===== src/rtl/mxacc_regfront.sv =====
module mxacc_regfront #(
  parameter int PTR_W = 10
) (
  input  logic             clk,
  input  logic             rst_n,
  input  logic             bus_sel,
  input  logic             bus_wr,
  input  logic [1:0]       bus_addr,
  input  logic [31:0]      bus_wdata,
  output logic [31:0]      bus_rdata,
  output logic             dma_req,
  output logic             ibuf_we,
  output logic             wbuf_we,
  output logic [PTR_W-1:0] buf_waddr,
  output logic [31:0]      buf_wdata,
  output logic [PTR_W-1:0] obuf_raddr,
  input  logic [31:0]      obuf_rdata,
  output logic             arr_start,
  output logic             arr_op,
  output logic [31:0]      arr_isize,
  output logic [31:0]      arr_wsize,
  input  logic             arr_done
);

  localparam logic [1:0] W_CTRL = 2'd0;
  localparam logic [1:0] W_ISZ  = 2'd1;
  localparam logic [1:0] W_WSZ  = 2'd2;
  localparam logic [1:0] W_DATA = 2'd3;

  typedef enum logic [1:0] {S_IDLE, S_LDI, S_LDW, S_RUN} st_t;

  st_t              st;
  logic [31:0]      isize_q, wsize_q, fill_ptr;
  logic [PTR_W-1:0] rd_ptr;
  logic             op_q, done_q, start_q;

  logic wr_ctrl, wr_isz, wr_wsz, wr_data, rd_data, go;
  logic [31:0] in_total, w_total;
  logic in_last, w_last;

  assign wr_ctrl = bus_sel &  bus_wr & (bus_addr == W_CTRL);
  assign wr_isz  = bus_sel &  bus_wr & (bus_addr == W_ISZ);
  assign wr_wsz  = bus_sel &  bus_wr & (bus_addr == W_WSZ);
  assign wr_data = bus_sel &  bus_wr & (bus_addr == W_DATA);
  assign rd_data = bus_sel & ~bus_wr & (bus_addr == W_DATA);
  assign go      = wr_ctrl & bus_wdata[0] & (st == S_IDLE);

  assign in_total = 32'(isize_q[31:16]) * 32'(isize_q[15:0]);
  assign w_total  = 32'(wsize_q[31:16]) * 32'(wsize_q[15:0]);
  assign in_last  = (fill_ptr == in_total - 32'd1);
  assign w_last   = (fill_ptr == w_total - 32'd1);

  assign dma_req    = (st == S_LDI) || (st == S_LDW);
  assign ibuf_we    = wr_data && (st == S_LDI);
  assign wbuf_we    = wr_data && (st == S_LDW);
  assign buf_waddr  = fill_ptr[PTR_W-1:0];
  assign buf_wdata  = bus_wdata;
  assign obuf_raddr = rd_ptr;
  assign arr_start  = start_q;
  assign arr_op     = op_q;
  assign arr_isize  = isize_q;
  assign arr_wsize  = wsize_q;

  always_comb begin
    case (bus_addr)
      W_CTRL:  bus_rdata = {29'd0, done_q, op_q, st != S_IDLE};
      W_ISZ:   bus_rdata = isize_q;
      W_WSZ:   bus_rdata = wsize_q;
      default: bus_rdata = obuf_rdata;
    endcase
  end

  always_ff @(posedge clk) begin
    if (!rst_n) begin
      st       <= S_IDLE;
      isize_q  <= '0;
      wsize_q  <= '0;
      fill_ptr <= '0;
      rd_ptr   <= '0;
      op_q     <= 1'b0;
      done_q   <= 1'b0;
      start_q  <= 1'b0;
    end else begin
      start_q <= 1'b0;
      if (st == S_IDLE && wr_isz) isize_q <= bus_wdata;
      if (st == S_IDLE && wr_wsz) wsize_q <= bus_wdata;
      if (rd_data) rd_ptr <= rd_ptr + 1'b1;
      case (st)
        S_IDLE: if (go) begin
          op_q     <= bus_wdata[1];
          done_q   <= 1'b0;
          fill_ptr <= '0;
          if (in_total != 0)     st <= S_LDI;
          else if (w_total != 0) st <= S_LDW;
          else begin
            st      <= S_RUN;
            start_q <= 1'b1;
          end
        end
        S_LDI: if (ibuf_we) begin
          if (in_last) begin
            fill_ptr <= '0;
            if (w_total != 0) st <= S_LDW;
            else begin
              st      <= S_RUN;
              start_q <= 1'b1;
            end
          end else fill_ptr <= fill_ptr + 32'd1;
        end
        S_LDW: if (wbuf_we) begin
          if (w_last) begin
            st      <= S_RUN;
            start_q <= 1'b1;
          end else fill_ptr <= fill_ptr + 32'd1;
        end
        default: if (arr_done) begin
          st     <= S_IDLE;
          done_q <= 1'b1;
          rd_ptr <= '0;
        end
      endcase
    end
  end

  p_start_pulse_r6: assert property (@(posedge clk) disable iff (!rst_n)
    arr_start |=> !arr_start);

  p_we_under_req_r5: assert property (@(posedge clk) disable iff (!rst_n)
    (ibuf_we || wbuf_we) |-> dma_req);

  p_addr_step_r5: assert property (@(posedge clk) disable iff (!rst_n)
    ($past(ibuf_we) && ibuf_we) |-> (buf_waddr == $past(buf_waddr) + 1'b1));

  p_sizes_hold_r2: assert property (@(posedge clk) disable iff (!rst_n)
    (st != S_IDLE) |=> ($stable(isize_q) && $stable(wsize_q)));

  p_done_ends_r7: assert property (@(posedge clk) disable iff (!rst_n)
    (st == S_RUN && arr_done) |=> (done_q && st == S_IDLE && rd_ptr == '0));

  p_no_req_at_start_r4: assert property (@(posedge clk) disable iff (!rst_n)
    arr_start |-> !dma_req);

  p_op_held_r9: assert property (@(posedge clk) disable iff (!rst_n)
    (st != S_IDLE) |=> $stable(op_q));

endmodule


===== config.mk =====
export PLATFORM = sky130hd
export DESIGN_NAME = mxacc_regfront
export DESIGN_NICKNAME = d
export VERILOG_FILES = /design/src/rtl/mxacc_regfront.sv
export SDC_FILE = /design/constraint.sdc
export NUM_CORES = 2
export LEC_CHECK = 0
export BUFFER_PORTS_ARGS = -buffer_cell sky130_fd_sc_hd__buf_4
export CELL_PAD_IN_SITES_DETAIL_PLACEMENT = 0
export CELL_PAD_IN_SITES_GLOBAL_PLACEMENT = 2
export CORE_ASPECT_RATIO = 0.5
export CORE_MARGIN = 5
export CORE_UTILIZATION = 30
export CTS_BUF_LIST = sky130_fd_sc_hd__clkbuf_8
export CTS_CLUSTER_DIAMETER = 200
export CTS_CLUSTER_SIZE = 14
export DETAILED_ROUTE_END_ITERATION = 7
export PLACE_DENSITY_LB_ADDON = 0.15
export SLEW_MARGIN = 20
export SYNTH_ARGS = -nofsm -noshare
export SYNTH_HDL_FRONTEND = slang
export SYNTH_SLANG_ARGS = --single-unit

===== constraint.sdc =====
create_clock -name clk -period 10 [get_ports clk]
set_input_delay 2 -clock clk [delete_from_list [all_inputs] [get_ports clk]]
set_output_delay 2 -clock clk [all_outputs]
set_load 0.1 [all_outputs]

# Word level (Yosys, flattened, before mapping)

Index checks and enable logic that the tools add are counted.

Add/subtract/negate cells: 4
$mul: 2
Eq/ne operators: 13
Multiplexer cells: 30
Bitwise logic cells: 11
Reductions and logical operators: 19

Operators by type and width:

| kind                                                                   | count |
|---|---|
| 32-bit case mux with 3 select lines                                    | 2 |
| 32-bit 2-to-1 mux                                                      | 5 |
| 32-bit equality test                                                   | 2 |
| 16-bit by 16-bit multiplier with 32-bit output                         | 2 |
| 32-bit nonzero test                                                    | 2 |
| 32-bit by 1-bit subtractor with 32-bit output (second input constant)  | 2 |
| 32-bit by 1-bit adder with 32-bit output (second input constant)       | 1 |
| 10-bit 2-to-1 mux                                                      | 3 |
| 2-bit 2-to-1 mux                                                       | 7 |
| 2-bit != test (second input constant)                                  | 6 |
| 10-bit by 1-bit adder with 10-bit output (second input constant)       | 1 |
| 1-bit 2-to-1 mux                                                       | 10 |
| 1-bit AND                                                              | 9 |
| 2-bit equality test (second input constant)                            | 3 |
| 2-bit case mux with 3 select lines                                     | 1 |
| 6-bit AND reduction                                                    | 1 |
| 5-bit AND reduction                                                    | 1 |
| 2-bit by 1-bit equality test with 1-bit output (second input constant) | 2 |
| 1-bit logical AND                                                      | 4 |
| 2-bit zero test                                                        | 2 |
| 2-bit nonzero test                                                     | 2 |
| 4-bit nonzero test                                                     | 1 |
| 1-bit case mux with 3 select lines                                     | 1 |
| 3-bit AND reduction                                                    | 1 |
| other kinds (7)                                                        | 8 |

Register bits: 111
Input port bits: 71
Output and inout bits: 153
Word-level logic and storage cells: 87

# Depth between registers and ports, before layout

Depth after elaboration: 6
Gate-level depth with buffers: 32
Gate-level depth less buffers: 27

# Least setup slack after synthesis

No wires, ideal clock.

Path kind: register -> register
From: register wsize_q[3] (netlist: arr_wsize[3])
To: register fill_ptr[22]
Library setup time: 87 ps
Data arrival time: 8832 ps
Slack: 1080 ps
Stages on the path, launching flop included: 31
Period minus slack after synthesis: 8920 ps
Cells stage by stage: dfxtp_1 clkbuf_1 clkbuf_1 nand2_1 fa_1 fa_1 inv_1 fa_1 inv_1 fa_1 fa_1 fa_1 inv_1 ha_1 buf_2 a21oi_1 a21boi_0 a311o_1 nor4_1 nor3_1 or3b_4 or4b_1 buf_2 or4b_1 a31oi_1 a221o_2 nand4_2 a211o_1 buf_6 o22a_1 o31ai_1

Word-level cells in the longest chain between the ends: 5

Ends and longest elaborated chain:

| item                                           | RTL line | RTL |
|---|---|---|
| start: declaration                             | 33       | `logic [31:0] isize_q, wsize_q, fill_ptr;` |
| start signal: assignment                       | 86       | `if (st == S_IDLE && wr_wsz) wsize_q <= bus_wdata;` |
| 16-bit by 16-bit multiplier with 32-bit output | 49       | `assign w_total = 32'(wsize_q[31:16]) * 32'(wsize_q[15:0]);` |
| 32-bit by 1-bit subtractor with 32-bit output  | 51       | `assign w_last = (fill_ptr == w_total - 32'd1);` |
| 32-bit equality test                           | 51       |  |
| 2-bit != test (no source line)                 | -        |  |
| 5-bit AND reduction (no source line)           | -        |  |
| end signal: assignment                         | 108      | `end else fill_ptr <= fill_ptr + 32'd1;` |
| end signal: assignment                         | 114      | `end else fill_ptr <= fill_ptr + 32'd1;` |
| end: declaration                               | 33       |  |

No other way between the ends.
A chain may end at the register's enable or synchronous reset.

# Worst setup path in the final report

From: register wsize_q[23] (netlist: arr_wsize[23])
To: register fill_ptr[12]

Same word-level chain as after synthesis.

==> out/metrics.cfg <==
[setup_path]
cp-end-kind = register
rr_worst_depth = 23
rrSetupSlack_ns = 0.68
critPathArrivalTime_ns = 9.68
required_ns = 10.36
crit_fanout = 31
crit_type = register to register
critPathLaunchType = register

[sta]
fin_hold_ws_ns = 0.486
fin_tns_setup_ns = 0
period_needed_ns = 9.32
slew_violations = 0
rsz0062_at_grt = no
slew_headroom_pct = 29.8
maxClockFrequency_mhz = 107
setup_viol = 0
tightest_slew_ns = 1.05
fin_worst_skew_ns = 0.0201
fin_crit_sh_pct = 93.2
hold_viol = 0

[power_and_ir_drop]
clockPowerShare_pct = 21.2
swShare_pct = 47.5
leakage_nw = 12.0
fin_total_pwr_mw = 1.40
peakVddDrop_v = 0.0000536
comb_power_share_pct = 43.3
p_sw_mw = 0.664
powerDensity_mw_per_mm2 = 47.8
intPower_mw = 0.733
power_frac_seq_pct = 35.5

[finish]
final_layout_size_suffix_gt1_share_pct = 12.4
most-common-layout-cells = nand2_1, inv_1, fa_1
final_common_cell = nand2_1
area_growth_pct = 11.6
nNetsFinal = 3975

[synth]
synth_compound_area_share_pct = 13.0
synth_edf_count = 0
async_flop_share_pct = 0
synth_top_family_by_area = adder cells
synth-xor-area-share_pct = 4.23
synth_ff_type = dfxtp_1
netlist_area_mm2 = 0.0262
ys_seq_area_share_pct = 8.49
synthesis.nets = 3872
ys_warn_count = 0
ys_ff_latch = 111
syn_avg_cell_area_um2 = 8.19
synthMuxAreaShare_pct = 2.38
synthCells = 3196
yosys.area_share.simple_pct = 21.7
ys_types = 92
synthAdderAreaFrac_pct = 40.0

[global_routing]
antenna_found_initial = 5
grt_max_degree = 70
grt_pass1_wl_um = 143000
grt_pass1_vias = 23100
grt_usage_pct = 19.8
grt_overflow = 0

[floorplan]
die_y_um = 219
die_area_mm2 = 0.0937
io_pins = 224
core_region_area_mm2 = 0.0863
dieWidth_um = 428
initial_core_util_pct = 30.3
fp-row-count = 76

[outcome]
status = complete, no violations

[routing]
via_count = 22500
wl_um = 94000
ant_nets = 0
drc = 0
drtIter0Drc = 1467
first_pass_iters = 5
vias_per_cell = 5.02
detail_route.wl_per_cell_um = 21.0

[clock_network]
cts-root-buf = clkbuf_8
clk_pin_slew_ns = 0.12
cts_tree = done
h-tree-depth = 3
ctsHoldBuffers = 0
clockBufferDepth = 2
clkLatencyLatePin_ns = 0.45
cts.sinks = 111
numCtsBuffers = 9
cts_resized = 0
post_cts_buffers = 0

[hold_path]
hold_depth = 1
hold_class = register to register

[placement]
dpl.hpwl_um = 77900
port_buffers = 223
place.gp.congestion = 0.848

[run]
drv_cap = 0

## synth_stat cells, drive strengths merged (7+ instances only)
master	n	area, µm²
nor4	21	131
fa	388	7770
nor2	109	409
nand2	536	2010
nor3	49	245
inv	420	1580
and3	26	163
o31ai	34	255
a21oi	146	749
mux2i	15	150
nand3	46	230
clkbuf	157	591
ha	217	2720
nand4	21	138
a2111oi	7	73.8
mux2	36	405
a21boi	11	82.6
buf	71	490
or3	33	211
xor2	29	254
o21a	12	90.1
dfxtp	111	2220
a22o	30	263
a21o	24	180
nand2b	18	113
a31oi	9	56.3
o22a	25	219
or4	12	90.1
nor2b	10	62.6
and4	11	96.3
o21ai	67	335
o2bb2ai	9	78.8
xnor2	82	718
or2	9	58.8
o211ai	20	150
and2	242	1510
a211oi	25	193
## final timing paths
path	start	endpoint
worst min register to register	fill_ptr[12]	fill_ptr[12]
worst max-delay path	arr_wsize[23]	fill_ptr[12]
worst min-delay path	fill_ptr[12]	fill_ptr[12]
worst max register to register	arr_wsize[23]	fill_ptr[12]
## routing by layer
metal	global-route usage, %	vias up	wire [µm]
met1	28.3	11500	45200
met2	33.2	386	44500
met5	0	-	0
met4	2.63	0	1070
li1	-	10600	-
met3	2.03	50	3290
## worst max-delay path: stages, from the launching register on
cell and delay (ns):
dfxtp_1 1.01, nand2_1 0.18, fa_1 0.50, fa_1 0.54, fa_1 0.44, fa_1 0.60
fa_1 0.45, fa_1 0.49, inv_1 0.04, ha_1 0.52, nand2_1 0.15, nor2_1 0.33
o211ai_1 0.21, a21boi_0 0.36, o22ai_1 0.25, or4_1 0.73, or2_4 0.30, or4_1 0.52
a2111oi_2 0.44, nand4_2 0.23, a211o_1 0.34, buf_4 0.25, o22a_1 0.23, o31ai_1 0.06
## final cells by class
type / instances / area [µm²]
Timing Repair Buffer: 320 / 2430
Fill cell: 9315 / 57100
Antenna cell: 6 / 15.0
Tap cell: 1170 / 1460
Inverter: 421 / 1580
Clock buffer: 10 / 138
Sequential cell: 111 / 2220
Clock inverter: 6 / 53.8
Multi-Input combinational cell: 2436 / 21300
## state kept, by name (all words and copies together), names as in the netlist
signal      cells
arr_isize      32
st              2
fill_ptr       32
arr_start       1
done_q          1
obuf_raddr     10
arr_op          1
arr_wsize      32
## stage by stage
step | utilization (%) | area, µm² | instances | setup WS, ns
2_1_floorplan | - | 26200 | 3196 | 1.08
3_3_place_gp | 33.6 | 29000 | 4458 | 0.622
3_5_place_dp | 33.6 | 29000 | 4458 | 0.650
4_1_cts | 33.8 | 29200 | 4474 | 0.601
5_1_grt | 33.8 | 29200 | 4475 | 0.184
6_report | 33.8 | 29200 | 4480 | 0.681
## power by group through the flow
stage,sequential [mW],combinational [mW],clock (mW)
global route,0.499,0.639,0.325
detailed placement,0.506,0.606,0
finish,0.496,0.605,0.296
CTS,0.496,0.608,0.310
global placement,0.505,0.607,0
floorplan,0.538,0.385,0
## kinds of logic (layout without fill, tap and decap cells)
kind of cell,count (synthesis),count (layout)
adder cells (fa/ha/maj),605,605
multiplexers,54,54
buffers and inverters,649,757
AO/OA/AOI/OAI,495,495
other,0,6
AND/OR/NAND/NOR,1165,1165
XOR/XNOR,117,117
flip-flops,111,111
(Power assumes the default switching activity.)
